### src/rtl/susp_wake_pkg.sv
package susp_wake_pkg;
  localparam int NSRC   = 4;  // cause width: ring, ext, rtc, button
  localparam int NMASK  = 4;  // ring, ext, rtc, battery override
  localparam int NPIN   = 5;  // synchronized raw inputs
  localparam int NPULL  = 2;  // pins with internal pull-ups
  localparam int C_RING = 0;
  localparam int C_EXT  = 1;
  localparam int C_RTC  = 2;
  localparam int C_BTN  = 3;
  localparam int M_BATT = 3;
  localparam int P_BTN  = 3;
  localparam int P_BATT = 4;
  localparam logic [NMASK-1:0] MASK_DEFAULT = 4'b0001;

  typedef enum logic {ST_AWAKE = 1'b0, ST_SUSP = 1'b1} pm_state_e;

  // lowest index wins; button when nothing else flagged
  function automatic logic [NSRC-1:0] pick_cause(input logic [NSRC-2:0] flags);
    logic [NSRC-1:0] c;
    c = '0;
    c[C_BTN] = 1'b1;
    for (int i = NSRC-2; i >= 0; i--) begin
      if (flags[i]) begin
        c    = '0;
        c[i] = 1'b1;
      end
    end
    return c;
  endfunction
endpackage

### src/rtl/wake_sync.sv
module wake_sync #(
  parameter int W      = 5,
  parameter int STAGES = 2
) (
  input  logic         clk_i,
  input  logic         rst_ni,
  input  logic [W-1:0] d_i,
  output logic [W-1:0] q_o
);
  logic [W-1:0] stg [STAGES];

  // inputs are active low: reset to idle-high
  always_ff @(posedge clk_i or negedge rst_ni) begin
    if (!rst_ni) begin
      for (int i = 0; i < STAGES; i++) stg[i] <= '1;
    end else begin
      stg[0] <= d_i;
      for (int i = 1; i < STAGES; i++) stg[i] <= stg[i-1];
    end
  end

  assign q_o = stg[STAGES-1];
endmodule

### src/rtl/wake_mask_regs.sv
module wake_mask_regs
  import susp_wake_pkg::*;
(
  input  logic             clk_i,
  input  logic             rst_ni,
  input  logic             we_i,
  input  logic [NMASK-1:0] wdata_i,
  output logic [NMASK-1:0] mask_o
);
  always_ff @(posedge clk_i or negedge rst_ni) begin
    if (!rst_ni)   mask_o <= MASK_DEFAULT;
    else if (we_i) mask_o <= wdata_i;
  end

  p_mask_write_r2: assert property (@(posedge clk_i) disable iff (!rst_ni)
    we_i |=> mask_o == $past(wdata_i));
endmodule

### src/rtl/wake_rtc_flag.sv
module wake_rtc_flag (
  input  logic clk_i,
  input  logic rst_ni,
  input  logic alarm_i,
  input  logic clr_i,
  output logic pend_o
);
  // a live alarm overrides the clear
  always_ff @(posedge clk_i or negedge rst_ni) begin
    if (!rst_ni)      pend_o <= 1'b0;
    else if (alarm_i) pend_o <= 1'b1;
    else if (clr_i)   pend_o <= 1'b0;
  end

  p_rtc_hold_r8: assert property (@(posedge clk_i) disable iff (!rst_ni)
    (pend_o && !clr_i) |=> pend_o);
endmodule

### src/rtl/wake_cause.sv
module wake_cause
  import susp_wake_pkg::*;
(
  input  logic            clk_i,
  input  logic            rst_ni,
  input  logic            set_i,
  input  logic [NSRC-1:0] set_val_i,
  input  logic            clr_we_i,
  input  logic [NSRC-1:0] clr_i,
  output logic [NSRC-1:0] cause_o
);
  always_ff @(posedge clk_i or negedge rst_ni) begin
    if (!rst_ni)       cause_o <= '0;
    else if (set_i)    cause_o <= set_val_i;
    else if (clr_we_i) cause_o <= cause_o & ~clr_i;
  end

  p_cause_onehot_r6: assert property (@(posedge clk_i) disable iff (!rst_ni)
    $onehot0(cause_o));
  p_cause_w1c_r9: assert property (@(posedge clk_i) disable iff (!rst_ni)
    (clr_we_i && !set_i) |=> (cause_o & $past(clr_i)) == '0);
endmodule

### src/rtl/susp_wake_ctrl.sv
module susp_wake_ctrl
  import susp_wake_pkg::*;
#(
  parameter int SYNC_STAGES = 2
) (
  input  logic             clk_i,
  input  logic             rst_ni,
  input  logic             wrst_ni,
  input  logic             ring_n_i,
  input  logic             ext_evt_n_i,
  input  logic             rtc_alarm_n_i,
  input  logic             button_n_i,
  input  logic             batt_low_n_i,
  input  logic             susp_req_i,
  input  logic             mask_we_i,
  input  logic [NMASK-1:0] mask_wdata_i,
  output logic [NMASK-1:0] mask_o,
  input  logic             cause_clr_we_i,
  input  logic [NSRC-1:0]  cause_clr_i,
  output logic [NSRC-1:0]  cause_o,
  input  logic             rtc_clr_i,
  output logic             susp_o,
  output logic             resume_o,
  output logic [NPULL-1:0] pullup_en_o
);
  logic            mask_rst_n;
  logic [NPIN-1:0] pin_raw, pin_sync, act;
  logic            rtc_pend;
  logic [NSRC-2:0] flags;
  logic            any_evt, batt_ok, wake;
  logic [NSRC-1:0] cause_next;
  pm_state_e       st_q;
  logic            resume_q;

  // bus reset restores masks only; well reset clears all
  assign mask_rst_n = rst_ni & wrst_ni;

  assign pin_raw = {batt_low_n_i, button_n_i, rtc_alarm_n_i, ext_evt_n_i, ring_n_i};

  wake_sync #(.W(NPIN), .STAGES(SYNC_STAGES)) i_sync (
    .clk_i (clk_i),
    .rst_ni(wrst_ni),
    .d_i   (pin_raw),
    .q_o   (pin_sync)
  );
  assign act = ~pin_sync;

  wake_mask_regs i_mask (
    .clk_i  (clk_i),
    .rst_ni (mask_rst_n),
    .we_i   (mask_we_i),
    .wdata_i(mask_wdata_i),
    .mask_o (mask_o)
  );

  wake_rtc_flag i_rtc (
    .clk_i  (clk_i),
    .rst_ni (wrst_ni),
    .alarm_i(act[C_RTC]),
    .clr_i  (rtc_clr_i),
    .pend_o (rtc_pend)
  );

  assign flags[C_RING] = act[C_RING] & ~mask_o[C_RING];
  assign flags[C_EXT]  = act[C_EXT]  & ~mask_o[C_EXT];
  assign flags[C_RTC]  = rtc_pend    & ~mask_o[C_RTC];
  assign any_evt       = (|flags) | act[P_BTN];
  assign batt_ok       = ~act[P_BATT] | mask_o[M_BATT];
  assign wake          = (st_q == ST_SUSP) & any_evt & batt_ok;
  assign cause_next    = pick_cause(flags);

  always_ff @(posedge clk_i or negedge wrst_ni) begin
    if (!wrst_ni) begin
      st_q     <= ST_AWAKE;
      resume_q <= 1'b0;
    end else begin
      resume_q <= wake;
      case (st_q)
        ST_AWAKE: if (susp_req_i) st_q <= ST_SUSP;
        ST_SUSP:  if (wake)       st_q <= ST_AWAKE;
        default:                  st_q <= ST_AWAKE;
      endcase
    end
  end

  wake_cause i_cause (
    .clk_i    (clk_i),
    .rst_ni   (wrst_ni),
    .set_i    (wake),
    .set_val_i(cause_next),
    .clr_we_i (cause_clr_we_i),
    .clr_i    (cause_clr_i),
    .cause_o  (cause_o)
  );

  genvar g;
  generate
    for (g = 0; g < NPULL; g++) begin : g_pull
      assign pullup_en_o[g] = ~((st_q == ST_SUSP) & mask_o[g]);
    end
  endgenerate

  assign susp_o   = (st_q == ST_SUSP);
  assign resume_o = resume_q;

  p_susp_entry_r3: assert property (@(posedge clk_i) disable iff (!wrst_ni)
    (!susp_o && susp_req_i) |=> susp_o);
  p_pullup_awake_r4: assert property (@(posedge clk_i) disable iff (!wrst_ni)
    !susp_o |-> pullup_en_o == '1);
  p_resume_from_susp_r5: assert property (@(posedge clk_i) disable iff (!wrst_ni)
    resume_o |-> ($past(susp_o) && !susp_o));
  p_resume_pulse_r5: assert property (@(posedge clk_i) disable iff (!wrst_ni)
    resume_o |=> !resume_o);
  p_batt_hold_r7: assert property (@(posedge clk_i) disable iff (!wrst_ni || !rst_ni)
    (susp_o && act[P_BATT] && !mask_o[M_BATT]) |=> susp_o);
endmodule

### config.mk
export PLATFORM = sky130hd
export DESIGN_NAME = susp_wake_ctrl
export DESIGN_NICKNAME = d
export VERILOG_FILES = /design/src/rtl/susp_wake_pkg.sv /design/src/rtl/wake_sync.sv /design/src/rtl/wake_mask_regs.sv /design/src/rtl/wake_rtc_flag.sv /design/src/rtl/wake_cause.sv /design/src/rtl/susp_wake_ctrl.sv
export SDC_FILE = /design/constraint.sdc
export NUM_CORES = 1
export LEC_CHECK = 0
export ABC_CLOCK_PERIOD_IN_PS = 3200
export BUFFER_PORTS_ARGS = -buffer_cell sky130_fd_sc_hd__buf_2
export CAP_MARGIN = 20
export CORE_MARGIN = 8
export CORE_UTILIZATION = 51
export CTS_BUF_LIST = sky130_fd_sc_hd__clkbuf_8
export CTS_CLUSTER_DIAMETER = 40
export DETAILED_ROUTE_END_ITERATION = 6
export PLACE_DENSITY_LB_ADDON = 0.12
export SLEW_MARGIN = 20
export SYNTH_ARGS = -nofsm -noshare
export SYNTH_HDL_FRONTEND = slang
export SYNTH_SLANG_ARGS = --single-unit
### constraint.sdc
create_clock -name clk_i -period 3.2 [get_ports clk_i]
set_clock_uncertainty 0.1 [all_clocks]
set_input_delay 0.64 -clock clk_i [delete_from_list [all_inputs] [get_ports clk_i]]
set_output_delay 0.64 -clock clk_i [all_outputs]
set_load 0.05 [all_outputs]
==> run metrics, run 1 <==
status=complete, no violations; CP bufs+invs=1; Syn Inst Count=54; Crit Path Category=flop to primary output; IO buf count=31; Synth top area share=38.2%; Top Family by Delay on Critical Path=flip-flops; worst hold path type=primary input to asynchronous set/reset pin; CP Data Required Time=2.46 ns; Fin. Hold Viols=0; CP max FO=6; total stage count of the critical path=1; CP max stage cell=dfstp_2; Die W=54.5 um; GR Util All Layers=10.2%; DR vias/cell=4.98; total power=0.713 mW; total negative slack=0 ns; RSZ-0062 raised after global routing=false; vias in the first global route=539; Syn Nets=74; Max VDD drop=475 uV; Sw Share=37.3%; final setup vio count=0; Setup crit end kind=primary output; final WL=1430 um; CP max stage delay=0.59 ns; Cell Pwr Density=728 nW/um^2; Tcrit/Tclk final=58.2%; Static Leak=0.462 nW; drt first-iter violations=0; initial antenna violation count=0; R2R cell count=3; boundary pin count=32; Die H=54.5 um; total grt overflow=0; DR WL/cell=13.7 um; via count=523; layout cell share with drive strength beyond 1=55.1%; Max H-tree Level=1; clk_lat worst skew=0.26 ns; Max Clk Rate=0.537 GHz; cts repair resizes=0; post-synthesis adder-cell area fraction=0%; synth top area cells=dfstp_2, dfrtp_1, mux2_1; CTS tree=done; Rel. slew slack=75.8%; Simple-Gate Fraction of Synth Area=9.77%; most frequent cells in the layout=buf_2, dfstp_2, nand2_1, dfrtp_1, mux2_1; root buffer cell=clkbuf_8; Final ANT Viol Nets=0; Initial Utilization=52.0%; post-CTS setup buffer count=0; DR pass1 iterations=1; Syn. warnings=0; Avg Inst Size Synth=14.0 um^2; Fillers=108; Post-Place Setup Slack=1.62 ns; mapped cell area=756 um^2; core region area=1450 um^2; dpl cell area=931 um^2; post-synthesis cell type count=17; CTS sink count=21; first-pass GRT wire length=2210 um; nets=110; Synth Area in XOR/XNOR=0%; worst-path cell chain=buf_2; Yosys top cell by area=dfstp_2; TritonCTS buffer count=3; slack of the critical path=1.34 ns; multiplexer share of the synthesized area=5.96%; Tightest Pin Transition=0.363 ns; Die ar.=2970 um^2; Arr. time, crit path=1.12 ns; clock network power share=24.4%; post-DP HPWL=1140 um; Critical Path Start Type=flop; GPL Wtd Cong=0.702; maxcap violations=0; hold buffers post-CTS=0; Compound-Gate Fraction of Synth Area=12.4%; diode count=0; DRC violations left=0; Worst-path clk slew=0.08 ns; #FFs+latches synth=21; CTS Buffer Depth=2; Combinational Power Share=30.2%; most common cell after layout, fill and taps aside=buf_2; Tmin final=1.86 ns; Sw Pwr=0.266 mW; power share of the sequential group=45.5%; internal cell power=0.447 mW; FP Rows=14; register area share after synthesis=71.4%; largest net degree at the start of global routing=19; Finished Cell Area=980 um^2; combinational family with the most area after synthesis=compound AO/OA/AOI/OAI gates; Syn-to-layout area delta=29.6%; Slew Limit Fails=0
[stage by stage]
step	hold slack (ns)	cells	util, %
floorplan	0.244	54	-
detailed placement	0.247	101	64.0
CTS	0.197	105	67.4
finish	0.182	105	67.4
global placement	0.246	101	64.0
global route	0.218	105	67.4
[layout make-up]
| type | count | area (um^2) | share of cell area [%] |
|---|---|---|---|
| Clock buffer | 3 | 41.3 | 4.21 |
| Clock inverter | 1 | 7.51 | 0.766 |
| Inverter | 1 | 3.75 | 0.383 |
| Multi-Input combinational cell | 32 | 213 | 21.7 |
| Sequential cell | 21 | 539 | 55.0 |
| Tap cell | 16 | 20.0 | 2.04 |
| Timing Repair Buffer | 31 | 155 | 15.8 |
[layer usage]
layer / vias up / wire, um / GRT usage, % / part of all wire, %
met5: - / 0 / 0 / 0
met4: 0 / 9 / 3.69 / 0.63
met3: 2 / 200 / 3.53 / 14
met2: 23 / 689 / 17.6 / 48
met1: 245 / 535 / 11.5 / 37
li1: 253 / - / - / -
[worst paths after layout]
kind	startpoint	endpoint	slack, ns
setup reg to reg	i_mask.mask_o[1]	i_cause.cause_o[1]	1.93
hold reg to reg	i_sync.stg[6]	i_sync.q_o[1]	0.25
min in group clk_i	i_sync.stg[6]	i_sync.q_o[1]	0.25
setup / recovery	i_mask.mask_o[0]	mask_o[0]	1.34
hold / removal	wrst_ni	i_cause.cause_o[0]	0.18
max in group asynchronous	wrst_ni	i_mask.mask_o[0]	2.24
[synth_stat cells, drive strengths merged]
master   n
nand2   10
dfstp   11
o22ai    2
o22a     1
a31oi    1
nor2     3
inv      1
or2      1
a21oi    3
and2     1
dfrtp   10
nand2b   2
o32ai    1
o21ai    3
mux2     4
[kinds of logic after synthesis]
group	after synthesis
AO/OA/AOI/OAI	11
buffers and inverters	1
flip-flops	21
multiplexers	4
AND/OR/NAND/NOR	17
[sequential cells by signal, summed over array words and instances, names as in the netlist]
| signal | count |
|---|---|
| i_sync.q_o | 5 |
| i_sync.stg | 5 |
| i_cause.cause_o | 4 |
| i_mask.mask_o | 4 |
| i_rtc.pend_o | 1 |
| resume_o | 1 |
| susp_o | 1 |
[worst reg2reg max path, delay by kind of cell (launching register included)]
family | cells | cell delay [ns]
AOI/OAI and AO/OA | 3 | 0.62
DFF | 1 | 0.43
[power groups by stage]
stage | clock network, mW | registers [mW] | logic [mW]
floorplan | 0 | 0.417 | 0.0695
global placement | 0 | 0.328 | 0.216
detailed placement | 0 | 0.330 | 0.218
CTS | 0.178 | 0.325 | 0.218
global route | 0.185 | 0.330 | 0.230
finish | 0.174 | 0.324 | 0.215
Note: power is estimated with default switching activity, not from simulation.
==> inputs of run 2 (changes only) <==
--- a/config.mk
+++ b/config.mk
@@ -5,11 +5,11 @@
 export SDC_FILE = /design/constraint.sdc
 export NUM_CORES = 1
 export LEC_CHECK = 0
-export ABC_CLOCK_PERIOD_IN_PS = 3200
+export ABC_CLOCK_PERIOD_IN_PS = 1600
 export BUFFER_PORTS_ARGS = -buffer_cell sky130_fd_sc_hd__buf_2
 export CAP_MARGIN = 20
 export CORE_MARGIN = 8
-export CORE_UTILIZATION = 51
+export CORE_UTILIZATION = 43
 export CTS_BUF_LIST = sky130_fd_sc_hd__clkbuf_8
 export CTS_CLUSTER_DIAMETER = 40
 export DETAILED_ROUTE_END_ITERATION = 6
==> constraint.sdc (replaced) <==
create_clock -name clk_i -period 1.6 [get_ports clk_i]
set_clock_uncertainty 0.1 [all_clocks]
set_input_delay 0.32 -clock clk_i [delete_from_list [all_inputs] [get_ports clk_i]]
set_output_delay 0.32 -clock clk_i [all_outputs]
set_load 0.05 [all_outputs]
==> run 2 against run 1 <==
Net effect:
- core utilization decreased by 7.9 points
- total power increased by 97%
- cell count increased by 3.8%
- non-clock buffer count increased by 3
- critical path type unchanged
- largest cell class unchanged
- setup slack got worse by 1.3 ns
- count of clock-buffer cells in the layout unchanged
==> run metrics, run 2 (synthesized netlist as in run 1, its figures left out) <==
status=complete, no violations; most common cell after layout, fill and taps aside=buf_2; GPL Wtd Cong=0.744 (+6.0%); CTS sink count=21 (unchanged); total stage count of the critical path=1 (unchanged); Initial Utilization=44.7% (-7.2 points); slack of the critical path=0.0797 ns (-1.26 ns); FP Rows=15 (+1); largest net degree at the start of global routing=12 (-7); CTS tree=done; R2R cell count=3 (unchanged); worst r2r src=i_mask.mask_o[1]; Worst-path clk slew=0.07 ns (about the same); Critical Path Start Type=flop; Die H=57.9 um (+6.3%); internal cell power=0.894 mW (+100%); CP max stage cell=dfstp_2; Cell Pwr Density=1400 nW/um^2 (+92%); GR Util All Layers=8.98% (-1.2 points); worst hold path type=primary input to flop; Tightest Pin Transition=0.328 ns (-0.0345 ns); Max H-tree Level=1 (unchanged); Die ar.=3350 um^2 (+13%); vias in the first global route=538 (-0.19%); RSZ-0062 raised after global routing=false; CP bufs+invs=1 (unchanged); Sw Share=36.3% (-1.0 points); clk_lat worst skew=0.25 ns (about the same); initial antenna violation count=0 (unchanged); CP max stage delay=0.58 ns (about the same); Fillers=150 (+39%); DR WL/cell=12.8 um (-6.6%); Max VDD drop=679 uV (+43%); wire length on met1=592 um (+11%); worst-path cell chain=buf_2; Sw Pwr=0.508 mW (+91%); Crit Path Category=flop to primary output; root buffer cell=clkbuf_8; final WL=1390 um (-3.0%); Routed met2 length=704 um (+2.2%); diode count=0 (unchanged); total negative slack=0 ns (unchanged); DR WL met3=89 um (-56%); DR vias/cell=4.77 (-4.2%); Max Clk Rate=0.658 GHz; footprint of the multi-input gates=213 um^2 (unchanged); Tcrit/Tclk final=95.0%; Arr. time, crit path=1.10 ns (-0.02 ns); Top Family by Delay on Critical Path=flip-flops; total grt overflow=0 (unchanged); core region area=1690 um^2 (+16%); sequential cell area=539 um^2 (unchanged); layout cell share with drive strength beyond 1=53.3% (-1.8 points); Fin. Hold Viols=0 (unchanged); Syn-to-layout area delta=32.9%; Static Leak=0.481 nW (+4.0%); Die W=57.9 um (+6.3%); Combinational Power Share=30.9% (+0.7 points); DR top layer=met4; Tmin final=1.52 ns; boundary pin count=32 (unchanged); DRC violations left=0 (unchanged); Critical R2R Capture=i_cause.cause_o[0]; cts repair resizes=0 (unchanged); CTS Buffer Depth=2 (unchanged); CP Capture Point=mask_o[0]; IO buf count=31 (unchanged); Final ANT Viol Nets=0 (unchanged); most frequent cells in the layout=buf_2, dfstp_2, nand2_1, dfrtp_1, mux2_1; CP startpoint=i_mask.mask_o[0]; DR pass1 iterations=4 (+3); Slew Limit Fails=0 (unchanged); final setup vio count=0 (unchanged); Setup crit end kind=primary output; post-CTS setup buffer count=0 (unchanged); CP Data Required Time=1.18 ns (-1.28 ns); clock network power share=22.8% (-1.6 points); Post-Place Setup Slack=0.347 ns (-1.28 ns); drt first-iter violations=14 (+14); first-pass GRT wire length=2350 um (+6.3%); TritonCTS buffer count=3 (unchanged); via count=520 (-0.57%); Rel. slew slack=78.1% (+2.3 points); maxcap violations=0 (unchanged); power share of the sequential group=46.3% (+0.8 points); worst reg2reg setup slack=0.36 ns (-1.57 ns); CP max FO=6 (unchanged); nets=113 (+2.7%)
run 2: cell types whose count changed in the layout (fill, tap and decap cells not counted):
cell / before / now
buf_4: 0 / 1
clkinvlp_4: 1 / 0
dlygate4sd3_1: 0 / 2
inv_1: 1 / 2
run 2: timing repair:
item,4_1_cts,5_1_grt
hold buffers,2,0
setup endpoints to repair,0,0
hold endpoints to repair,9,0
run 2: worst min path at each step:
stage	from	depth (start not counted)	end	slack, ns
global placement	wrst_ni	1	i_cause.cause_o[2]	0.07
global route	batt_low_n_i	1	i_sync.stg[9]	0.04
detailed placement	wrst_ni	1	i_cause.cause_o[3]	0.07
finish	button_n_i	1	i_sync.stg[8]	0.06
CTS	button_n_i	1	i_sync.stg[8]	0.06
floorplan	wrst_ni	0	i_cause.cause_o[0]	-0.08
run 2: per-stage QoR:
step           total power [mW]  instances  instance area (um^2)  util [%]  hold slack (ns)
6_report                   1.40        109                  1000      59.5           0.0594
5_1_grt                    1.48        109                  1000      59.5           0.0420
4_1_cts                    1.43        109                  1000      59.5           0.0560
3_5_place_dp               1.10        103                   940      55.6           0.0681
3_3_place_gp               1.09        103                   940      55.6           0.0672
2_1_floorplan             0.974         54                   756         -          -0.0756
run 2: power groups by stage:
stage	combinational [mW]	clock, mW	sequential (mW)
2_1_floorplan	0.139	0	0.835
3_3_place_gp	0.436	0	0.657
3_5_place_dp	0.436	0	0.660
4_1_cts	0.441	0.334	0.651
5_1_grt	0.460	0.359	0.659
6_report	0.433	0.319	0.650
run 2: cell type report:
class	count	share of cell area [%]
flip-flops and latches	21	53.7
multi-input cells	32	21.2
repair buffers	34	18.2
clock buffers	3	4.11
well taps	17	2.12
clock inverters	1	0.374
inverters	1	0.374
run 2: layer usage:
layer | GRT usage (%) | vias to the layer above
li1 | - | 260
met1 | 10.0 | 242
met2 | 14.8 | 16
met3 | 3.31 | 2
met4 | 4.20 | 0
met5 | 0 | -
==> inputs of run 3 (changes only) <==
==> constraint.sdc (replaced) <==
create_clock -name clk_i -period 1.6 [get_ports clk_i]
set_clock_uncertainty 0.1 [all_clocks]
set_input_delay 0.16 -clock clk_i [delete_from_list [all_inputs] [get_ports clk_i]]
set_output_delay 0.16 -clock clk_i [all_outputs]
set_load 0.05 [all_outputs]
==> run 3 against run 2 <==
Net effect:
- register-to-register slack hardly changed
- setup slack gained 0.16 ns
- clock power is 3% higher
- fmax up 12%
- sequential cell count unchanged
- routed wire length decreased by 0.43%
==> run metrics, run 3 (synthesized netlist as in run 1, its figures left out) <==
status=complete, no violations; Fin. Hold Viols=0 (unchanged); largest net degree at the start of global routing=13 (+1); Max H-tree Level=1 (unchanged); GR Util All Layers=8.86% (-0.12 points); drt first-iter violations=10 (-4); CP Data Required Time=1.34 ns (+0.16 ns); layout cell share with drive strength beyond 1=51.0% (-2.2 points); Post-Place Setup Slack=0.343 ns (-0.00349 ns); CP Capture Point=mask_o[0]; via count=546 (+5.0%); CP startpoint=i_mask.mask_o[0]; Syn-to-layout area delta=41.1%; Tmin final=1.36 ns (-0.159 ns); maxcap violations=0 (unchanged); first-pass GRT wire length=2350 um (+0.26%); post-DP HPWL=1110 um; post-CTS setup buffer count=0 (unchanged); Die H=57.9 um (unchanged); Setup crit end kind=primary output; CTS Buffer Depth=2 (unchanged); Max VDD drop=866 uV (+27%); core region area=1690 um^2 (unchanged); DR WL/cell=12.0 um (-5.6%); DRC violations left=0 (unchanged); worst r2r src=i_mask.mask_o[1]; final setup vio count=0 (unchanged); cts repair resizes=0 (unchanged); CP max stage delay=0.58 ns (about the same); Tightest Pin Transition=0.331 ns (+0.00290 ns); Critical Path Start Type=flop; Max Clk Rate=0.734 GHz (+12%); total grt overflow=0 (unchanged); Initial Utilization=44.7% (unchanged); hold_ws=0.0269 ns (-0.0325 ns); vias in the first global route=551 (+2.4%); Crit Path Category=flop to primary output; Tcrit/Tclk final=85.1% (-9.9 points); nets=119 (+5.3%); R2R cell count=3 (unchanged); CP max stage cell=dfstp_2; total negative slack=0 ns (unchanged); most frequent cells in the layout=buf_2, dfstp_2, nand2_1, dfrtp_1, dlygate4sd3_1; DR pass1 iterations=4 (unchanged); diode count=0 (unchanged); boundary pin count=32 (unchanged); Cell Pwr Density=1330 nW/um^2 (-4.4%); DR vias/cell=4.75 (-0.48%); CTS sink count=21 (unchanged); Die W=57.9 um (unchanged); worst reg2reg setup slack=0.35 ns (about the same); IO buf count=31 (unchanged); Die ar.=3350 um^2 (unchanged); CTS tree=done; final WL=1390 um (-0.43%); root buffer cell=clkbuf_8; Critical R2R Capture=i_cause.cause_o[0]; Worst-path clk slew=0.07 ns (about the same); clk_lat worst skew=0.25 ns (about the same); CP max FO=6 (unchanged); worst-path cell chain=buf_2; Static Leak=0.504 nW (+4.9%); Slew Limit Fails=0 (unchanged); CP bufs+invs=1 (unchanged); Arr. time, crit path=1.10 ns (about the same); total stage count of the critical path=1 (unchanged); slack of the critical path=0.238 ns (+0.159 ns); TritonCTS buffer count=3 (unchanged); Fillers=144 (-4.0%); footprint of the multi-input gates=213 um^2 (unchanged); Final ANT Viol Nets=0 (unchanged); initial antenna violation count=0 (unchanged); worst hold path type=primary input to flop; GPL Wtd Cong=0.770 (+3.5%); Top Family by Delay on Critical Path=flip-flops; RSZ-0062 raised after global routing=false; most common cell after layout, fill and taps aside=buf_2; Rel. slew slack=77.9% (-0.19 points); total power=1.42 mW (+1.5%); sequential cell area=539 um^2 (unchanged); FP Rows=15 (unchanged)
run 3: changes by cell type in the layout (fill, tap and decap cells not counted):
cell	previous run	this run
clkinv_2	0	1
dlygate4sd3_1	2	8
inv_1	2	1
run 3: worst min path at each step:
stage               startpoint                 end  slack (ns)  cells past startpoint
2_1_floorplan          wrst_ni  i_cause.cause_o[0]       -0.24                      0
3_3_place_gp           wrst_ni  i_cause.cause_o[2]       -0.09                      1
3_5_place_dp           wrst_ni  i_cause.cause_o[3]       -0.09                      1
4_1_cts             susp_req_i              susp_o        0.02                      3
5_1_grt        mask_wdata_i[0]    i_mask.mask_o[0]        0.02                      2
6_report            susp_req_i              susp_o        0.03                      3
run 3: timing repair:
item / 4_1_cts / 5_1_grt
hold buffers: 8 / 0
hold endpoints to repair: 17 / 0
setup endpoints to repair: 0 / 0
run 3: cell type report:
cell class                      count  share of cell area, %
Sequential cell                    21                   50.6
Tap cell                           17                   2.00
Clock buffer                        3                   3.87
Multi-Input combinational cell     32                   20.0
Inverter                            1                  0.352
Timing Repair Buffer               40                   22.8
Clock inverter                      1                  0.469
run 3: report_power, final:
group	total, mW	internal [mW]	switching (mW)
Sequential	0.649	0.607	0.0420
Combinational	0.445	0.126	0.320
Clock	0.328	0.173	0.156
Total	1.42	0.906	0.517
run 3: worst reg2reg max path, stage by stage, from the launching register on:
cell,delay (ns)
dfrtp_1,0.42
o22a_4,0.28
a31oi_4,0.21
o32ai_1,0.11
run 3: routing by layer:
metal | global-route usage (%) | vias up | part of all wire, %
met5 | 0 | - | 0
met4 | 3.15 | 0 | 0
met3 | 3.75 | 0 | 7.4
met2 | 15.3 | 16 | 51
met1 | 9.42 | 255 | 42
li1 | - | 275 | -
run 3: metrics by stage:
stage          std cells  util [%]  area [um^2]
6_report             115      63.1         1070
5_1_grt              115      63.1         1070
4_1_cts              115      63.1         1070
3_3_place_gp         103      55.6          940
2_1_floorplan         54         -          756
3_5_place_dp         103      55.6          940
